===== src/rtl/bridge_pwm_pkg.sv =====
`timescale 1ns/1ps
package bridge_pwm_pkg;
  typedef enum logic [1:0] {
    MODE_SINGLE = 2'b00,
    MODE_FWD    = 2'b01,
    MODE_HALF   = 2'b10,
    MODE_REV    = 2'b11
  } pwm_mode_e;
endpackage


===== src/rtl/pwm_timebase.sv =====
`timescale 1ns/1ps
module pwm_timebase #(
  parameter int CNT_W  = 8,
  parameter int FINE_W = 2,
  localparam int TB_W  = CNT_W + FINE_W
) (
  input  logic             clk,
  input  logic             rst_n,
  input  logic             run_i,
  input  logic [CNT_W-1:0] period_i,
  output logic [TB_W-1:0]  tb_o,
  output logic             boundary_o
);
  logic [TB_W-1:0] tb_q, tb_d;

  assign boundary_o = run_i && (tb_q[TB_W-1:FINE_W] == period_i)
                      && (&tb_q[FINE_W-1:0]);

  always_comb begin
    if (!run_i)          tb_d = '0;
    else if (boundary_o) tb_d = '0;
    else                 tb_d = tb_q + TB_W'(1);
  end

  always_ff @(posedge clk or negedge rst_n) begin
    if (!rst_n) tb_q <= '0;
    else        tb_q <= tb_d;
  end

  assign tb_o = tb_q;

  assert_wrap_R1: assert property (@(posedge clk) disable iff (!rst_n)
    boundary_o |=> (tb_q == '0));
  assert_advance_R1: assert property (@(posedge clk) disable iff (!rst_n)
    (run_i && !boundary_o) |=> (tb_q == $past(tb_q) + TB_W'(1)));
  assert_stop_R10: assert property (@(posedge clk) disable iff (!rst_n)
    !run_i |=> (tb_q == '0));
endmodule


===== src/rtl/pwm_modulator.sv =====
`timescale 1ns/1ps
module pwm_modulator #(
  parameter int TB_W = 10
) (
  input  logic            clk,
  input  logic            rst_n,
  input  logic            run_i,
  input  logic            boundary_i,
  input  logic [TB_W-1:0] tb_i,
  input  logic [TB_W-1:0] duty_i,
  output logic            mod_o,
  output logic            started_o
);
  logic [TB_W-1:0] duty_q;
  logic            mod_q, mod_d, started_q, started_d, duty_ld;
  logic [TB_W-1:0] tb_inc;

  assign tb_inc  = tb_i + TB_W'(1);
  assign duty_ld = run_i && boundary_i;

  always_comb begin
    mod_d     = mod_q;
    started_d = started_q;
    if (!run_i) begin
      mod_d     = 1'b0;
      started_d = 1'b0;
    end else if (boundary_i) begin
      started_d = 1'b1;
      mod_d     = (duty_i != '0);
    end else if (mod_q && (tb_inc == duty_q)) begin
      mod_d = 1'b0;
    end
  end

  always_ff @(posedge clk or negedge rst_n) begin
    if (!rst_n) begin
      mod_q     <= 1'b0;
      started_q <= 1'b0;
    end else begin
      mod_q     <= mod_d;
      started_q <= started_d;
    end
  end

  always_ff @(posedge clk or negedge rst_n) begin
    if (!rst_n)       duty_q <= '0;
    else if (duty_ld) duty_q <= duty_i;
  end

  assign mod_o     = mod_q;
  assign started_o = started_q;

  assert_latch_R3: assert property (@(posedge clk) disable iff (!rst_n)
    duty_ld |=> (duty_q == $past(duty_i)));
  assert_hold_R3: assert property (@(posedge clk) disable iff (!rst_n)
    !duty_ld |=> $stable(duty_q));
  assert_idle_R4: assert property (@(posedge clk) disable iff (!rst_n)
    !started_q |-> !mod_q);
  assert_set_R2: assert property (@(posedge clk) disable iff (!rst_n)
    (duty_ld && duty_i != '0) |=> mod_q);
  assert_zero_R2: assert property (@(posedge clk) disable iff (!rst_n)
    (duty_ld && duty_i == '0) |=> !mod_q);
endmodule


===== src/rtl/pwm_steer.sv =====
`timescale 1ns/1ps
module pwm_steer
  import bridge_pwm_pkg::*;
#(
  parameter int N_OUT = 4
) (
  input  logic             en_i,
  input  logic             started_i,
  input  logic             mod_i,
  input  logic [1:0]       mode_i,
  input  logic [N_OUT-1:0] steer_i,
  input  logic [1:0]       pol_i,
  output logic [N_OUT-1:0] out_o,
  output logic [N_OUT-1:0] own_o
);
  logic [3:0] raw, mask;

  always_comb begin
    raw  = '0;
    mask = '0;
    unique case (pwm_mode_e'(mode_i))
      MODE_SINGLE: begin raw = {4{mod_i}};                  mask = steer_i[3:0]; end
      MODE_HALF:   begin raw = {2'b00, ~mod_i, mod_i};      mask = 4'b0011;      end
      MODE_FWD:    begin raw = {mod_i, 1'b0, 1'b0, 1'b1};   mask = 4'b1111;      end
      MODE_REV:    begin raw = {1'b0, 1'b1, mod_i, 1'b0};   mask = 4'b1111;      end
      default:     begin raw = '0;                          mask = '0;           end
    endcase
  end

  assign own_o = en_i ? mask[N_OUT-1:0] : '0;

  for (genvar i = 0; i < N_OUT; i++) begin : g_pin
    assign out_o[i] = (raw[i] & own_o[i] & started_i) ^ pol_i[i % 2];
  end
endmodule


===== src/rtl/bridge_pwm.sv =====
`timescale 1ns/1ps
module bridge_pwm #(
  parameter int CNT_W  = 8,
  parameter int FINE_W = 2,
  localparam int TB_W  = CNT_W + FINE_W,
  localparam int N_OUT = 4
) (
  input  logic             clk,
  input  logic             rst_n,
  input  logic             cfg_on,
  input  logic [1:0]       mode,
  input  logic [CNT_W-1:0] period,
  input  logic [TB_W-1:0]  duty,
  input  logic [N_OUT-1:0] steer,
  input  logic             pol_ac,
  input  logic             pol_bd,
  output logic [N_OUT-1:0] pwm_out,
  output logic [N_OUT-1:0] pwm_own
);
  logic [TB_W-1:0] tb;
  logic            boundary, mod, started;
  logic [N_OUT-1:0] idle_lvl;

  pwm_timebase #(.CNT_W(CNT_W), .FINE_W(FINE_W)) u_tb (
    .clk(clk), .rst_n(rst_n), .run_i(cfg_on), .period_i(period),
    .tb_o(tb), .boundary_o(boundary));

  pwm_modulator #(.TB_W(TB_W)) u_mod (
    .clk(clk), .rst_n(rst_n), .run_i(cfg_on), .boundary_i(boundary),
    .tb_i(tb), .duty_i(duty), .mod_o(mod), .started_o(started));

  pwm_steer #(.N_OUT(N_OUT)) u_steer (
    .en_i(cfg_on), .started_i(started), .mod_i(mod), .mode_i(mode),
    .steer_i(steer), .pol_i({pol_bd, pol_ac}),
    .out_o(pwm_out), .own_o(pwm_own));

  assign idle_lvl = {pol_bd, pol_ac, pol_bd, pol_ac};

  assert_release_R10: assert property (@(posedge clk) disable iff (!rst_n)
    !cfg_on |=> !started);
  assert_halfpair_R6: assert property (@(posedge clk) disable iff (!rst_n)
    (started && cfg_on && mode == 2'b10) |->
      ((pwm_out[0] ^ pol_ac) != (pwm_out[1] ^ pol_bd)));
  assert_fwd_R7: assert property (@(posedge clk) disable iff (!rst_n)
    (started && cfg_on && mode == 2'b01) |->
      ((pwm_out[0] ^ pol_ac) && (pwm_out[1] == pol_bd) && (pwm_out[2] == pol_ac)));
  assert_rev_R8: assert property (@(posedge clk) disable iff (!rst_n)
    (started && cfg_on && mode == 2'b11) |->
      ((pwm_out[2] ^ pol_ac) && (pwm_out[0] == pol_ac) && (pwm_out[3] == pol_bd)));
  assert_unowned_R9: assert property (@(posedge clk) disable iff (!rst_n)
    ((pwm_out ^ idle_lvl) & ~pwm_own) == '0);
endmodule


===== config.mk =====
export PLATFORM = sky130hd
export DESIGN_NAME = bridge_pwm
export DESIGN_NICKNAME = d
export VERILOG_FILES = /design/src/rtl/bridge_pwm_pkg.sv /design/src/rtl/pwm_timebase.sv /design/src/rtl/pwm_modulator.sv /design/src/rtl/pwm_steer.sv /design/src/rtl/bridge_pwm.sv
export SDC_FILE = /design/constraint.sdc
export NUM_CORES = 1
export LEC_CHECK = 0
export BUFFER_PORTS_ARGS = -buffer_cell sky130_fd_sc_hd__buf_4
export CORE_UTILIZATION = 55
export CTS_CLUSTER_DIAMETER = 150
export DETAILED_ROUTE_END_ITERATION = 8
export PLACE_DENSITY = 0.82
export SYNTH_ARGS = -nofsm -noshare
export SYNTH_HDL_FRONTEND = slang
export SYNTH_HIERARCHICAL = 1
export SYNTH_SLANG_ARGS = --single-unit

===== constraint.sdc =====
create_clock -name clk -period 3.6 [get_ports clk]
set_clock_uncertainty 0.1 [all_clocks]
set_input_delay 0.36 -clock clk [delete_from_list [all_inputs] [get_ports clk]]
set_output_delay 0.36 -clock clk [all_outputs]
set_load 0.03 [all_outputs]

Word-level counts from Yosys, hierarchy flattened --
Index checks and enable logic that the tools add are counted.
Storage, ports and cells: flip-flop bits (word level) 22, output and inout port bits 8, word-level logic and storage cells 43
Cells by class: add/sub/neg operators 1, equal/unequal tests 7, muxes and demuxes 10, bitwise operators 13, reductions and logical operators 8
Operator list (number):
- $mux 10 | 2
- $pmux 4 s4 | 1
- $pmux 4 s3 | 1
- $add 10x1->10 const B | 1
- $eq 10x10->1 | 1
- $reduce_bool 10->1 | 1
- $and 1x1->1 | 8
- $eq 8x8->1 | 1
- $mux 1 | 5
- $eq 2x2->1 const B | 2
- $logic_and 1x1->1 | 4
- $mux 4 | 1
- $xor 1x1->1 | 4
- $ne 3x1->1 const B | 1
- $eq 2x1->1 const B | 1
- $logic_not 2->1 | 1
- $ne 2x1->1 const B | 1
- $reduce_and 2->1 | 1
- $reduce_or 2->1 | 1
- $not 1->1 | 1

Logic depth before layout (Yosys ltp) --
depth in word-level cells 7, gate-level depth with buffers 8

Hierarchy --
The synthesis kept the hierarchy.
Modules (own cells, without submodules):
- pwm_modulator | instances 1, cells each 75, area an instance 789.5 µm², sequential area each 300.3 µm²
- pwm_timebase | instances 1, cells each 51, area an instance 539.3 µm², sequential area each 250.2 µm²
- pwm_steer | instances 1, cells each 30, area an instance 222.7 µm², sequential area each 0.0 µm²

Worst setup path before layout --
OpenSTA, ideal clock, no wires.
kind flip-flop to flip-flop, start register u_tb.tb_q[3] (netlist: u_tb/tb_o[3]), end register u_mod.mod_q (netlist: u_mod/mod_o), arrival time 1719 ps, data required time 3427 ps, path slack 1708 ps, stages on the path, launching flop included 9, path buffers 0, cell sequence dfrtp_1 xnor2_1 nand3_1 nor3_1 nand2_1 a31oi_1 nor3b_1 and4_1 a21oi_2
Between the ends: cells in the longest elaborated chain, start to end 5, elaborated cells between the ends (all ways) 9, classes of those cells add/sub: 1; eq/ne: 3; mux: 2; reduce/logical: 3
Ends and longest elaborated chain:
- from (decl) | RTL line pwm_timebase.sv:14 | logic [TB_W-1:0] tb_q, tb_d;
- from (signal assigned) | RTL line pwm_timebase.sv:27 | else tb_q <= tb_d;
- $eq 8x8->1 * | RTL line pwm_timebase.sv:16 | assign boundary_o = run_i && (tb_q[TB_W-1:FINE_W] == period_i)
- $logic_and 1x1->1 * | RTL line pwm_timebase.sv:16
- $logic_and 1x1->1 * | RTL line pwm_timebase.sv:17 | && (&tb_q[FINE_W-1:0]);
- via boundary | RTL line bridge_pwm.sv:21 | logic boundary, mod, started;
- $mux 1 | RTL line pwm_modulator.sv:27 | end else if (boundary_i) begin
- $mux 1 | RTL line pwm_modulator.sv:24 | if (!run_i) begin
- to (signal assigned) | RTL line pwm_modulator.sv:40 | mod_q <= mod_d;
- to (decl) | RTL line pwm_modulator.sv:15 | logic mod_q, mod_d, started_q, started_d, duty_ld;
The timed path passes the listed nets; every way through them passes the cells marked *. A chain may end at the register's enable or synchronous reset.

Worst setup path after layout --
start register u_tb.tb_q[2] (netlist: u_tb/tb_o[2]), end register u_mod.mod_q (netlist: u_mod/mod_o)
Same word-level chain as after synthesis.

==> results.md <==
* # clock sinks at 22
* Initial DRC Count at 44
* Initial antenna violation count at 0
* Register area share after synthesis at 35.5%
* Slew Limit Fails at 0
* I/O Buffers at 36
* Post-layout min period at 2.67 ns
* YS warnings at 6
* Die area at 3040 um2
* Vias in the first global route at 1,129
* Asr flop ratio synth at 100%
* RePlAce Congestion at 0.843
* Post-synthesis cell count at 156
* P&R area growth vs syn at 21.4%
* Pwr dens at 284 nW/um2
* Main flop type after synthesis: dfrtp_1
* Cell Rows at 18
* Area occupied by multi-input gates at 951 um2
* H-tree Lvls at 1
* Via-to-Cell Ratio at 5.94
* CTS buffer count at 3
* CP Capture Type: flop
* Synthesized area per cell at 9.95 um2
* Period utilisation layout at 74.1%
* Max rail drop VDD at 0.270 mV
* Yosys cell types at 40
* Routed wire length per instance at 14.6 um
* Skew-Pair Late Insertion Delay at 0.31 ns
* Design area at 1880 um2
* Leakage at 0.830 nW
* CP max FO at 13
* EDFF count, synth at 0
* Max Fclk at 375 MHz
* CTS tree: built
* Most frequent cells in the layout: 36 x buf_4, 24 x xnor2_1, 22 x dfrtp_1
* Chip width at 55.1 um
* Share of layout cells above drive strength 1 at 30.6%
* Startpoint Class: flop
* Area post-placement at 1820 um2
* Largest net degree at the start of global routing at 23
* Chip height at 55.1 um
* Final wirelength at 3250 um
* Total grt overflow at 0
* FF/Latch Area at 551 um2
* Routed Antenna Nets at 0
* Most common cell after layout, fill and taps aside: buf_4
* Max-cap violations at 0
* Global-route wire length before repair at 4990 um
* Floorplan core area at 2570 um2
* # diodes at 0
* DR pass1 iterations at 4
* Slew of the pin with the lowest slew margin at 0.510 ns
* GRT Total Usage at 23.4%
* Syn nets at 187
* Root Buffer: clkbuf_4
* Setup tns final at 0 ns
* Crit Path Class: flop to flop
* Postcts setup bufs at 0
* Slew Limit Headroom at 65.7%
* Hpwl dp at 2540 um
* Fin nets at 225
* Worst path arrival time at 2.80 ns
* Max Root-Sink Buffers at 2
* CP Data Required Time at 3.73 ns
* Setup-failing EPs final at 0
* Fillers at 215
* Final hold vios at 0
* Vias at 1,324
* Clock slew at reported path FFs at 0.13 ns
* Mapped Area at 1550 um2
* Remaining DRCs at 0
* IO Pins at 37
* Starting Density at 60.4%
* RSZ-0062 raised after global routing: false
* Status: completed
* Hold Crit Class: input pin to flop
* CTS resizes at 0
* Yosys reg bits at 22
* Hold_buf cts at 1
## synthesized netlist by cell type (2+ instances only)
master	count	area share, %
and4_1	2	1.1
mux2_2	11	8.0
nand2_1	7	1.7
o21a_1	4	1.9
and2_1	2	0.81
xor2_1	13	7.3
inv_1	3	0.73
o2111ai_1	2	1.1
nor2b_1	3	1.2
dfrtp_1	22	35
nor3_1	2	0.65
xnor2_1	24	14
nand4_1	7	2.8
nor4_1	3	1.2
nor2_1	12	2.9
nand3_1	12	3.9
buf_6	3	2.2
ha_1	2	1.6
## metal layers
metal  track usage (%)  wire length [um]  up-vias
met5                 0                 0        -
met4              9.58                70        0
met3              3.55               215        8
met2              39.4              1560       57
met1              30.0              1410      629
li1                  -                 -      630
## final timing paths
path | start | endpoint | cells past startpoint | slack [ns]
min in group asynchronous | rst_n | u_tb/tb_o[9]$_DFF_PN0_ | 2 | 0.35
hold reg to reg | u_mod/duty_q[9]$_DFFE_PN0P_ | u_mod/duty_q[9]$_DFFE_PN0P_ | 1 | 0.44
setup / recovery | u_tb/tb_o[2]$_DFF_PN0_ | u_mod/mod_o$_DFFE_PN0P_ | 8 | 0.93
hold / removal | duty[4] | u_mod/duty_q[4]$_DFFE_PN0P_ | 2 | 0.18
setup reg to reg | u_tb/tb_o[2]$_DFF_PN0_ | u_mod/mod_o$_DFFE_PN0P_ | 8 | 0.93
max in group asynchronous | rst_n | u_mod/duty_q[0]$_DFFE_PN0P_ | 2 | 2.81
## cell type report
cell class	instances	share of cell area (%)
clock buffer	3	1.20
clock inverter	1	1.59
inverter	3	0.598
multi-input combinational	127	50.5
sequential	22	29.2
tap	30	1.99
timing repair buffer	37	14.9
## state kept, by name, indices dropped and copies added, names as in the netlist
signal and count:
u_mod/duty_q 10, u_mod/mod_o 1, u_mod/started_o 1, u_tb/tb_o 10
## kinds of logic after synthesis
| group | count (synthesis) | share of synthesized area, % |
|---|---|---|
| buffers and inverters | 7 | 3.23 |
| AO/OA/AOI/OAI | 17 | 9.19 |
| AND/OR/NAND/NOR | 60 | 21.6 |
| XOR/XNOR | 37 | 20.9 |
| multiplexers | 11 | 7.98 |
| adder cells (fa/ha/maj) | 2 | 1.61 |
| flip-flops | 22 | 35.5 |
## report_power, final
part	leakage (nW)	switching (mW)	internal [mW]
Sequential	0.305	0.00644	0.250
Clock	0.0279	0.0726	0.113
Combinational	0.497	0.0469	0.0471
Total	0.830	0.126	0.410
## worst max-delay path, stage by stage (launching register included)
cell     delay (ns)
dfrtp_1        0.62
xnor2_1        0.17
nand4_1        0.18
nor3_1         0.46
nand2_1        0.39
a31oi_1        0.25
nor3b_1        0.08
and4_1         0.21
a21oi_2        0.13
## through the flow
step | hold slack, ns | std cells | util [%] | power [mW] | setup WS [ns]
6_report | 0.181 | 223 | 73.3 | 0.536 | 0.933
5_1_grt | 0.158 | 223 | 73.3 | 0.561 | 0.749
4_1_cts | 0.174 | 223 | 73.3 | 0.542 | 0.956
3_5_place_dp | 0.163 | 218 | 70.9 | 0.355 | 1.00
3_3_place_gp | 0.158 | 218 | 70.9 | 0.352 | 1.09
2_1_floorplan | -0.0356 | 156 | - | 0.310 | 1.71
(Power assumes the default switching activity.)
